$ cat config.mk
export PLATFORM = sky130hd
export DESIGN_NAME = dram_bank_decoder
export DESIGN_NICKNAME = d
export VERILOG_FILES = /design/src/rtl/dram_bank_decoder.sv
export SDC_FILE = /design/constraint.sdc
export NUM_CORES = 1
export LEC_CHECK = 0
export BUFFER_PORTS_ARGS = -buffer_cell sky130_fd_sc_hd__buf_2
export CAP_MARGIN = 0
export CELL_PAD_IN_SITES_DETAIL_PLACEMENT = 1
export CELL_PAD_IN_SITES_GLOBAL_PLACEMENT = 1
export CORE_MARGIN = 1.5
export CORE_UTILIZATION = 37
export CTS_CLUSTER_SIZE = 30
export DETAILED_ROUTE_END_ITERATION = 16
export PLACE_DENSITY = 0.82
export SETUP_SLACK_MARGIN = 0.05
export SLEW_MARGIN = 40
export SYNTH_ARGS = -nofsm -noshare
export SYNTH_HDL_FRONTEND = slang
export SYNTH_SLANG_ARGS = --single-unit
$ cat constraint.sdc
create_clock -name clk -period 1.65 [get_ports clk]
set_input_delay 0.165 -clock clk [delete_from_list [all_inputs] [get_ports clk]]
set_output_delay 0.165 -clock clk [all_outputs]
set_load 0.01 [all_outputs]
$ cat src/rtl/dram_bank_decoder.sv
module dram_bank_decoder #(
  parameter int NBANK = 2,
  parameter int AW    = 32,
  localparam int SELW = (NBANK > 1) ? $clog2(NBANK) : 1,
  localparam int MB   = 15
) (
  input  logic             clk,
  input  logic             rst_n,
  input  logic             cfg_we,
  input  logic             cfg_super,
  input  logic [SELW-1:0]  cfg_bank,
  input  logic             cfg_half,
  input  logic [15:0]      cfg_wdata,
  output logic [15:0]      cfg_rdata,
  input  logic             bus_valid,
  input  logic             bus_rd,
  input  logic [2:0]       bus_fc,
  input  logic [AW-1:0]    bus_addr,
  output logic [NBANK-1:0] bank_hit
);

  logic [NBANK-1:0][15:0] lo_q, hi_q;
  logic [NBANK-1:0]       raw;
  logic [NBANK:0]         taken;
  logic [MB-1:0]          abits;

  assign abits = bus_addr[AW-1 -: MB];

  always_ff @(posedge clk) begin
    if (!rst_n) begin
      lo_q <= '0;
      hi_q <= '0;
    end else if (cfg_we && cfg_super && (int'(cfg_bank) < NBANK)) begin
      if (cfg_half) hi_q[cfg_bank] <= cfg_wdata;
      else          lo_q[cfg_bank] <= cfg_wdata;
    end
  end

  assign cfg_rdata = cfg_half ? hi_q[cfg_bank] : lo_q[cfg_bank];

  function automatic logic fc_allowed(input logic [15:0] lo, input logic [2:0] fc);
    case (fc)
      3'd6:    return lo[14];
      3'd5:    return lo[13];
      3'd2:    return lo[10];
      3'd1:    return lo[9];
      default: return 1'b0;
    endcase
  endfunction

  assign taken[0] = 1'b0;

  for (genvar b = 0; b < NBANK; b++) begin : g_bank
    logic [3:0]    cnt;
    logic [MB-1:0] base, mask;
    logic          dir_ok, base_ok, addr_ok;

    assign cnt     = lo_q[b][7:4];
    assign base    = hi_q[b][15:1];
    assign mask    = ~({MB{1'b1}} >> cnt);
    assign dir_ok  = bus_rd ? lo_q[b][15] : hi_q[b][0];
    assign base_ok = (base & ~mask) == '0;
    assign addr_ok = ((abits ^ base) & mask) == '0;

    assign raw[b]      = bus_valid & dir_ok & base_ok & addr_ok & fc_allowed(lo_q[b], bus_fc);
    assign taken[b+1]  = taken[b] | raw[b];
    assign bank_hit[b] = raw[b] & ~taken[b];
  end

endmodule

==> run_results.csv, run 1 <==
group,metric,value,unit
setup_path,cp_max_fo,6,
worst_hold_path,worst_hold_path.num_cells,3,
clock_network,cts_buffers,9,
routing,avgViaCountPerCell,5.501,
sta,tightest_slew,0.5939,ns
pwr,p_clk_share,40.1,%
yosys,synth_area_per_cell,8.591,um2
sta,max_freq,432.8,MHz
floorplanning,core_area,0.009774,mm2
floorplanning,die-width,103.3,um
routing,vias,3785,
floorplanning,row_count,36,
placed_design,dp_hpwl,10.08,mm
pwr,comb_power_share,14.4,%
cells_and_area,syn_to_final_growth,36.23,%
setup_path,reg2reg_depth,4,
floorplanning,start_util,38.06,%
yosys,synth_seq_cells,64,
pwr,seq_power_share,45.5,%
cells_and_area,n_antenna_cell,0,
yosys,synth_edf_count,0,
yosys,async_flop_share,0,%
routing,routed_wl,14.04,mm
grt,grt_use_total,26.95,%
clock_network,cts.reportedPaths.clkPinSlew,0.08,ns
yosys,synth_sequential_area_ratio,34.44,%
sta,final.setup.tns,-1.636,ns
grt,grt_max_degree,45,
clock_network,cts_tree,"done",
placed_design,dp_slack,-0.3983,ns
setup_path,path_class,"flop to output pin",
sta,finalCritPeriodShare,140.0,%
pwr,leakagePower,1.955,nW
placed_design,io_buffers,59,
routing,firstDrtPassIters,4,
setup_path,worstSetupEndpointType,"output pin",
pwr,power.internal,2.519,mW
sta,slew_headroom,59.99,%
sta,layout_min_cycle_time,2.310,ns
setup_path,worstSetupStartpoint,"g_bank[0].cnt[0]",
yosys,yosysWarnings,0,
cells_and_area,nFillCells,1171,
sta,fin_skew,0,ns
run,cap_viol_max_count,0,
sta,hold_violations,0,
grt,gr-total-overflow,0,
clock_network,ctsHoldBuffers,0,
cells_and_area,num-nets-final,609,
grt,grt_pass1_vias,4003,
grt,antenna_found_initial,0,
routing,route.detailed.drc,0,
setup_path,worstPathArrival,2.15,ns
placed_design,gp_congestion,0.9132,
yosys,ys_types,57,
clock_network,clock_latency,0.34,ns
floorplanning,die-area,0.01066,mm2
setup_path,start_kind,"flop",
clock_network,cts_max_level,3,
cells_and_area,final_cell_mix,"nand2_1, buf_4, a21boi_0",
routing,wl_per_cell,20.40,um
cells_and_area,drive_gt1_share,37.48,%
sta,timing.final.max_slew_violations,0,
yosys,syn_area,0.003720,mm2
setup_path,crit_path_max_incr_delay,0.39,ns
routing,drtIter0Drc,189,
yosys,synth_top_flop_cell,"dfxtp_1",
clock_network,clock-sinks,64,
pwr,swShare,28.43,%
cells_and_area,final_common_cell,"nand2_1",
outcome,violations,"negative setup slack",
sta,rsz0062_at_grt,"yes",
setup_path,required,1.48,ns
outcome,outcome,"complete, but fails checks",
setup_path,cp_slowest_cell,"dfxtp_4",
grt,grt_pass1_wl,21.11,mm
sta,setup_viol,5,
pwr,power-per-cell-area,694.7,mW/mm2
yosys,syn_nets,492,
floorplanning,die_h,103.3,um
routing,ant_nets,0,
pwr,ir_worst_vdd,0.0004698,V
yosys,syn_inst,433,
clock_network,cts_buffer_depth,2,
sta,timing.final.ws_setup,-0.6604,ns
setup_path,crit_chain,"buf_6 -> a211oi_4 -> nor3_1 -> nand4b_1 -> nor4_1 -> nor4b_4 -> nor4_2 -> buf_2",
clock_network,cts_root_buf,"clkbuf_8",
worst_hold_path,hold_path.class,"input pin to flop",
floorplanning,ios,77,
setup_path,r2r_start,"g_bank[0].cnt[2]",
worst_hold_path,hp-start,"cfg_wdata[9]",
pwr,p_sw,1.001,mW
## repair_timing
item	CTS	global route
buffers inserted	6	3
pin swaps	5	1
endpoints found under the setup margin	9	13
resized for setup	41	23
## worst paths after layout
kind | to | slack [ns]
setup reg to reg | g_bank[0].cnt[2] | 0.68
hold / removal | lo_q[9] | 0.08
hold reg to reg | lo_q[24] | 0.46
setup / recovery | bank_hit[1] | -0.66
## through the flow
step	area, um2	cells	hold WS, ns	power [mW]	util, %
after CTS	4966	686	0.07148	3.543	50.81
after floorplan	3747	433	0.2998	1.874	-
after detailed placement	4587	664	0.4483	2.115	46.93
after global placement	4587	664	0.4442	2.100	46.93
final	5067	688	0.08233	3.520	51.84
after global routing	5067	688	0.07460	3.662	51.84
## logic make-up after synthesis
family                 after synthesis  share of synthesized area, %
AO/OA/AOI/OAI                      108                         22.33
XOR/XNOR                            23                         5.415
buffers and inverters               38                         4.911
flip-flops                          64                         34.44
multiplexers                        21                         11.20
AND/OR/NAND/NOR                    179                         21.70
## cell usage after synthesis (7+ instances only)
master      n  area share [%]
nand2_1   135              14
dfxtp_1    64              34
a21boi_0   56              11
clkbuf_1   20             2.0
mux4_2     15             9.1
xor2_1     12             2.8
xnor2_1    11             2.6
o21ai_0     9             1.2
a21boi_1    8             1.6
a21oi_1     8             1.1
inv_1       7            0.71
nor2_1      7            0.71
## power by group through the flow
stage | combinational [mW] | sequential, mW | clock (mW)
3_3_place_gp | 0.453 | 1.65 | 0
6_report | 0.507 | 1.60 | 1.41
2_1_floorplan | 0.241 | 1.63 | 0
5_1_grt | 0.543 | 1.61 | 1.51
3_5_place_dp | 0.466 | 1.65 | 0
4_1_cts | 0.487 | 1.60 | 1.45
## layout make-up
| type | instances | area [um2] | area share [%] |
|---|---|---|---|
| sequential | 64 | 1326 | 26.17 |
| multi-input combinational | 331 | 2303 | 45.46 |
| clock buffer | 9 | 123.9 | 2.444 |
| clock inverter | 7 | 77.57 | 1.531 |
| timing repair buffer | 137 | 1044 | 20.59 |
| tap | 133 | 166.4 | 3.284 |
| inverter | 7 | 26.28 | 0.5185 |
## state kept, by name, indices dropped and copies added, names as in the netlist
name,cells
g_bank.base,30
g_bank.cnt,8
hi_q,2
lo_q,24
## critical path, delay by kind of cell, from the launching register on
kind,cells,cell delay [ns]
DFF,1,0.39
buffers and inverters,2,0.27
and+or+nand+nor,5,0.88
AOI/OAI and AO/OA,1,0.24
## metal layers
metal	share of wire (%)	vias to the layer above	track usage, %	wire length (um)
met4	3.2	0	13.62	455
met3	5.3	29	5.847	748
met1	40	1880	31.98	5678
met5	0	-	0	0
li1	-	1751	-	-
met2	51	125	46.05	7154
Note: power is estimated with default switching activity, not from simulation.
==> inputs of run 2 (changes only) <==
Settings changed: REMOVE_ABC_BUFFERS set to 1.
==> run 2 against run 1 <==
Compared with the run above: the flow still finishes with violations (negative setup slack); first-iteration DRC count is 25% lower; cell area fell by 0.30%; power is 2.0% lower; die area unchanged; routed wire length fell by 1.8%; global-route usage decreased by 0.81 points; core utilization fell by 0.15 points; clock skew unchanged; sequential power about the same; highest routed layer unchanged.
==> run_results.csv, run 2 (synthesized netlist as in run 1, its figures left out) <==
group,metric,value,unit
floorplanning,row_count,36,
sta,final.setup.tns,-1.365,ns
cells_and_area,n_antenna_cell,0,
placed_design,io_buffers,59,
cells_and_area,final_cell_mix,"nand2_1, buf_4, a21boi_0",
clock_network,cts_max_level,3,
clock_network,clock-sinks,64,
floorplanning,ios,77,
setup_path,required,1.48,ns
grt,grt_max_degree,35,
cells_and_area,final_common_cell,"nand2_1",
routing,ant_nets,0,
sta,fin_skew,0,ns
sta,timing.final.ws_setup,-0.6590,ns
setup_path,cp_max_fo,6,
grt,antenna_found_initial,0,
routing,avgViaCountPerCell,5.464,
routing,vias,3754,
routing,drtIter0Drc,141,
pwr,power.total,3.451,mW
cells_and_area,syn_to_final_growth,35.82,%
run,cap_viol_max_count,0,
routing,firstDrtPassIters,4,
sta,setup_viol,4,
outcome,violations,"negative setup slack",
setup_path,worstPathArrival,2.14,ns
clock_network,clock_latency,0.34,ns
cells_and_area,multiInputGateArea,0.002330,mm2
setup_path,path_class,"flop to output pin",
setup_path,worstSetupEndpointType,"output pin",
worst_hold_path,hold_path.class,"input pin to flop",
setup_path,start_kind,"flop",
sta,max_freq,433.1,MHz
routing,route.detailed.drc,0,
routing,routed_wl,13.78,mm
cells_and_area,largest_register_ff_count,30,
grt,grt_use_total,26.14,%
sta,finalCritPeriodShare,139.9,%
placed_design,dp_hpwl,9.838,mm
clock_network,ctsHoldBuffers,0,
sta,hold_violations,0,
sta,slew_headroom,54.37,%
grt,grt_pass1_vias,3991,
clock_network,cts_buffers,9,
pwr,power-per-cell-area,683.1,mW/mm2
sta,timing.final.max_slew_violations,0,
pwr,ir_worst_vdd,0.0002876,V
outcome,outcome,"complete, but fails checks",
sta,layout_min_cycle_time,2.309,ns
placed_design,gp_congestion,0.8829,
floorplanning,die_h,103.3,um
floorplanning,start_util,38.06,%
floorplanning,die-area,0.01066,mm2
clock_network,cts_buffer_depth,2,
cells_and_area,num-nets-final,609,
cells_and_area,drive_gt1_share,38.45,%
grt,gr-total-overflow,0,
floorplanning,die-width,103.3,um
sta,tightest_slew,0.6773,ns
floorplanning,core_area,0.009774,mm2
cells_and_area,seq_area,0.001325,mm2
grt,grt_pass1_wl,20.77,mm
pwr,leakagePower,1.961,nW
clock_network,cts_root_buf,"clkbuf_8",
routing,wl_per_cell,20.06,um
sta,rsz0062_at_grt,"yes",
cells_and_area,nFillCells,1183,
clock_network,cts.reportedPaths.clkPinSlew,0.07,ns
clock_network,cts_tree,"done",
[run 2: changes by cell type in the layout (fill, tap and decap cells not counted), moves of 2 or more]
cell / before / now
buf_4: 57 / 63
o21ai_0: 9 / 4
buf_2: 49 / 46
inv_6: 3 / 0
o21ai_1: 0 / 3
buf_12: 2 / 0
clkinv_2: 1 / 3
dfxtp_2: 6 / 8
o21ai_2: 0 / 2
o311ai_4: 2 / 0
[run 2: worst paths after layout]
kind                    startpoint               end  slack [ns]  cells past startpoint
setup reg to reg  g_bank[1].cnt[3]  g_bank[1].cnt[3]        0.72                      3
setup / recovery  g_bank[1].cnt[0]       bank_hit[1]       -0.66                      8
hold / removal       cfg_wdata[14]          lo_q[14]        0.09                      3
hold reg to reg           lo_q[24]          lo_q[24]        0.46                      2
[run 2: area by class of cell]
cell class | instances | area share [%]
clock buffer | 11 | 2.798
clock inverter | 4 | 0.8915
inverter | 7 | 0.5201
multi-input combinational | 331 | 46.11
sequential | 64 | 26.23
tap | 133 | 3.294
timing repair buffer | 137 | 20.16
[run 2: metrics by stage]
step | area (um2) | worst slack [ns] | hold WS (ns) | util (%) | cells
after CTS | 4887 | -0.6513 | 0.08126 | 50.00 | 684
after floorplan | 3563 | -0.2848 | 0.2998 | - | 402
final | 5052 | -0.6590 | 0.08625 | 51.69 | 687
after global placement | 4573 | -0.4094 | 0.4380 | 46.79 | 667
after global routing | 5052 | -0.7917 | 0.08546 | 51.69 | 687
after detailed placement | 4573 | -0.5311 | 0.4515 | 46.79 | 667
[run 2: critical path, cell delays in order (launching register included)]
cell,delay [ns]
dfxtp_4,0.37
buf_4,0.13
o21a_1,0.18
o21ai_2,0.16
xnor2_2,0.11
a21oi_2,0.14
nand4_1,0.19
nor4_2,0.33
buf_2,0.18
[run 2: what timing repair did]
| action | CTS | global route |
|---|---|---|
| gates resized for setup | 42 | 36 |
| setup endpoints to repair | 9 | 14 |
| hold endpoints to repair | 0 | 0 |
| buffers inserted | 2 | 3 |
| pin swaps | 6 | 4 |
[run 2: layer usage]
metal,up-vias,GRT usage (%),part of all wire [%]
li1,1741,-,-
met1,1882,31.93,40
met2,110,46.10,52
met3,21,5.444,6.0
met4,0,8.316,1.5
met5,-,0,0
[run 2: power breakdown]
group          switching (mW)  total [mW]  internal [mW]
sequential             0.0371        1.60           1.57
clock                   0.620        1.34          0.724
combinational           0.262       0.504          0.242
==> inputs of run 3 (changes only) <==
Settings changed: CORE_UTILIZATION 37 to 46, CTS_BUF_LIST set to sky130_fd_sc_hd__clkbuf_2, PLACE_DENSITY 0.82 to 0.95.
Clock period 1.65 ns to 2.7 ns, I/O delays scaled along.
==> run 3 against run 2 <==
Compared with the run above: the flow still finishes with violations (negative setup slack); cell count shrank 8.4%; hold slack gained 0.13 ns; critical path type unchanged; power shrank 45%; routed wire length grew 22%; count of clock-buffer cells in the layout shrank 1; via count grew 12%; sequential share of layout area grew 1.7 points; sequential cell count is the same; die area shrank 19%; sequential power shrank 38%; cell area shrank 7.2%; global-route usage grew 9.6 points.
==> run_results.csv, run 3 (synthesized netlist as in run 1, its figures left out) <==
group,metric,value,unit
grt,use_met3,7.225,%
sta,layout_min_cycle_time,3.075,ns
grt,gr-total-overflow,0,
placed_design,placed_cells,575,
cells_and_area,seq_area,0.001309,mm2
grt,grt_pass1_wl,22.95,mm
setup_path,path_class,"flop to output pin",
routing,avgViaCountPerCell,6.692,
cells_and_area,final_common_cell,"nand2_1",
pwr,p_sw,0.5823,mW
clock_network,cts_buffer_depth,2,
floorplanning,row_count,32,
grt,top_usage_layer,"met2",
routing,firstDrtPassIters,5,
floorplanning,die-area,0.008635,mm2
cells_and_area,syn_to_final_growth,26.07,%
floorplanning,ios,77,
pwr,power-per-cell-area,401.6,mW/mm2
grt,grt_pass1_vias,4253,
clock_network,cts_root_buf,"clkbuf_2",
floorplanning,die-width,92.93,um
clock_network,cts_max_level,3,
grt,grt_use_total,35.71,%
clock_network,cts_buffers,9,
cells_and_area,final_cell_area,0.004690,mm2
cells_and_area,largest_register_ff_count,30,
cells_and_area,num-nets-final,582,
outcome,violations,"negative setup slack",
sta,tightest_slew,0.8873,ns
placed_design,io_buffers,59,
sta,slew_headroom,40.84,%
pwr,ir_worst_vdd,0.0002176,V
routing,routed_wl,16.88,mm
setup_path,worstPathArrival,2.81,ns
sta,timing.final.ws_setup,-0.3750,ns
floorplanning,core_area,0.007767,mm2
sta,max_freq,325.2,MHz
routing,wl_per_cell,26.84,um
grt,met2_usage,61.50,%
cells_and_area,final_cell_mix,"nand2_1, buf_2, a21boi_0, dfxtp_1, buf_4",
floorplanning,start_util,47.89,%
cells_and_area,nFillCells,939,
routing,route.detailed.drc,0,
cells_and_area,n_antenna_cell,0,
sta,fin_skew,0,ns
run,cap_viol_max_count,0,
grt,grtUsageMet1,39.43,%
sta,hold_violations,0,
routing,drtIter0Drc,377,
cells_and_area,stdcell_count,629,
grt,antenna_found_initial,0,
worst_hold_path,hold_path.class,"input pin to flop",
sta,setup_viol,2,
sta,finalCritPeriodShare,113.9,%
pwr,leakagePower,1.786,nW
clock_network,cts.reportedPaths.clkPinSlew,0.21,ns
setup_path,worstSetupEndpointType,"output pin",
clock_network,clock-sinks,64,
sta,rsz0062_at_grt,"yes",
sta,hold-worst-slack,0.2134,ns
floorplanning,die_h,92.93,um
cells_and_area,drive_gt1_share,30.17,%
setup_path,start_kind,"flop",
setup_path,required,2.43,ns
pwr,comb_power_share,16.5,%
pwr,swShare,30.92,%
clock_network,cts_tree,"done",
placed_design,gp_congestion,0.9081,
cells_and_area,multiInputGateArea,0.002359,mm2
grt,grt_max_degree,65,
routing,ant_nets,0,
pwr,power.total,1.883,mW
clock_network,clock_latency,0.57,ns
placed_design,dpl_cell_area,0.004079,mm2
setup_path,cp_max_fo,7,
pwr,p_clk_share,31.0,%
pwr,seq_power_share,52.5,%
routing,vias,4209,
outcome,outcome,"complete, but fails checks",
sta,timing.final.max_slew_violations,0,
placed_design,dp_hpwl,8.976,mm
pwr,power.internal,1.301,mW
[run 3: cell type report]
| class | instances | share of cell area, % |
|---|---|---|
| Clock inverter | 5 | 1.041 |
| Tap cell | 102 | 2.721 |
| Clock buffer | 10 | 1.067 |
| Timing Repair Buffer | 110 | 16.41 |
| Multi-Input combinational cell | 331 | 50.29 |
| Sequential cell | 64 | 27.91 |
| Inverter | 7 | 0.5603 |
[run 3: worst max-delay path, stage by stage (launching register included)]
cell and delay [ns]:
dfxtp_4 0.49, clkbuf_4 0.22, nand4_1 0.25, xnor2_1 0.26
nor3_1 0.21, nand3_1 0.16, nor4b_4 0.41, nor4_2 0.09
buf_2 0.15
[run 3: final timing paths]
check / slack (ns) / to / cells past startpoint / startpoint
worst max register to register: 1.47 / g_bank[1].cnt[0] / 4 / g_bank[1].cnt[0]
worst min register to register: 0.50 / lo_q[8] / 2 / lo_q[8]
worst max-delay path: -0.38 / bank_hit[1] / 8 / g_bank[0].cnt[2]
worst min-delay path: 0.21 / g_bank[0].base[0] / 2 / rst_n
[run 3: power groups by stage]
stage	combinational (mW)	clock, mW	sequential [mW]
5_1_grt	0.325	0.629	0.990
4_1_cts	0.272	0.567	0.983
3_5_place_dp	0.237	0	1.01
3_3_place_gp	0.225	0	1.01
6_report	0.311	0.584	0.988
2_1_floorplan	0.115	0	1.00
[run 3: metrics by stage]
step | worst slack [ns] | TNS (ns) | utilization [%]
after floorplan | 0.6602 | 0 | -
after global placement | 0.3522 | 0 | 52.48
after detailed placement | 0.2597 | 0 | 52.51
after CTS | 0.01368 | 0 | 58.62
after global routing | -0.4217 | -0.7988 | 60.37
final | -0.3750 | -0.7082 | 60.37
[run 3: what timing repair did]
action | in CTS | in global routing
resized for setup | 27 | 14
gates cloned | 0 | 0
pin swaps | 9 | 11
buffers inserted | 15 | 8
hold buffers | 16 | 0
setup endpoints to repair | 2 | 2
endpoints found under the hold margin | 44 | 0
[run 3: metal layers]
metal	vias up	wire [um]
met5	-	0
met1	2047	5930
li1	1684	-
met4	0	1104
met2	353	8221
met3	125	1625
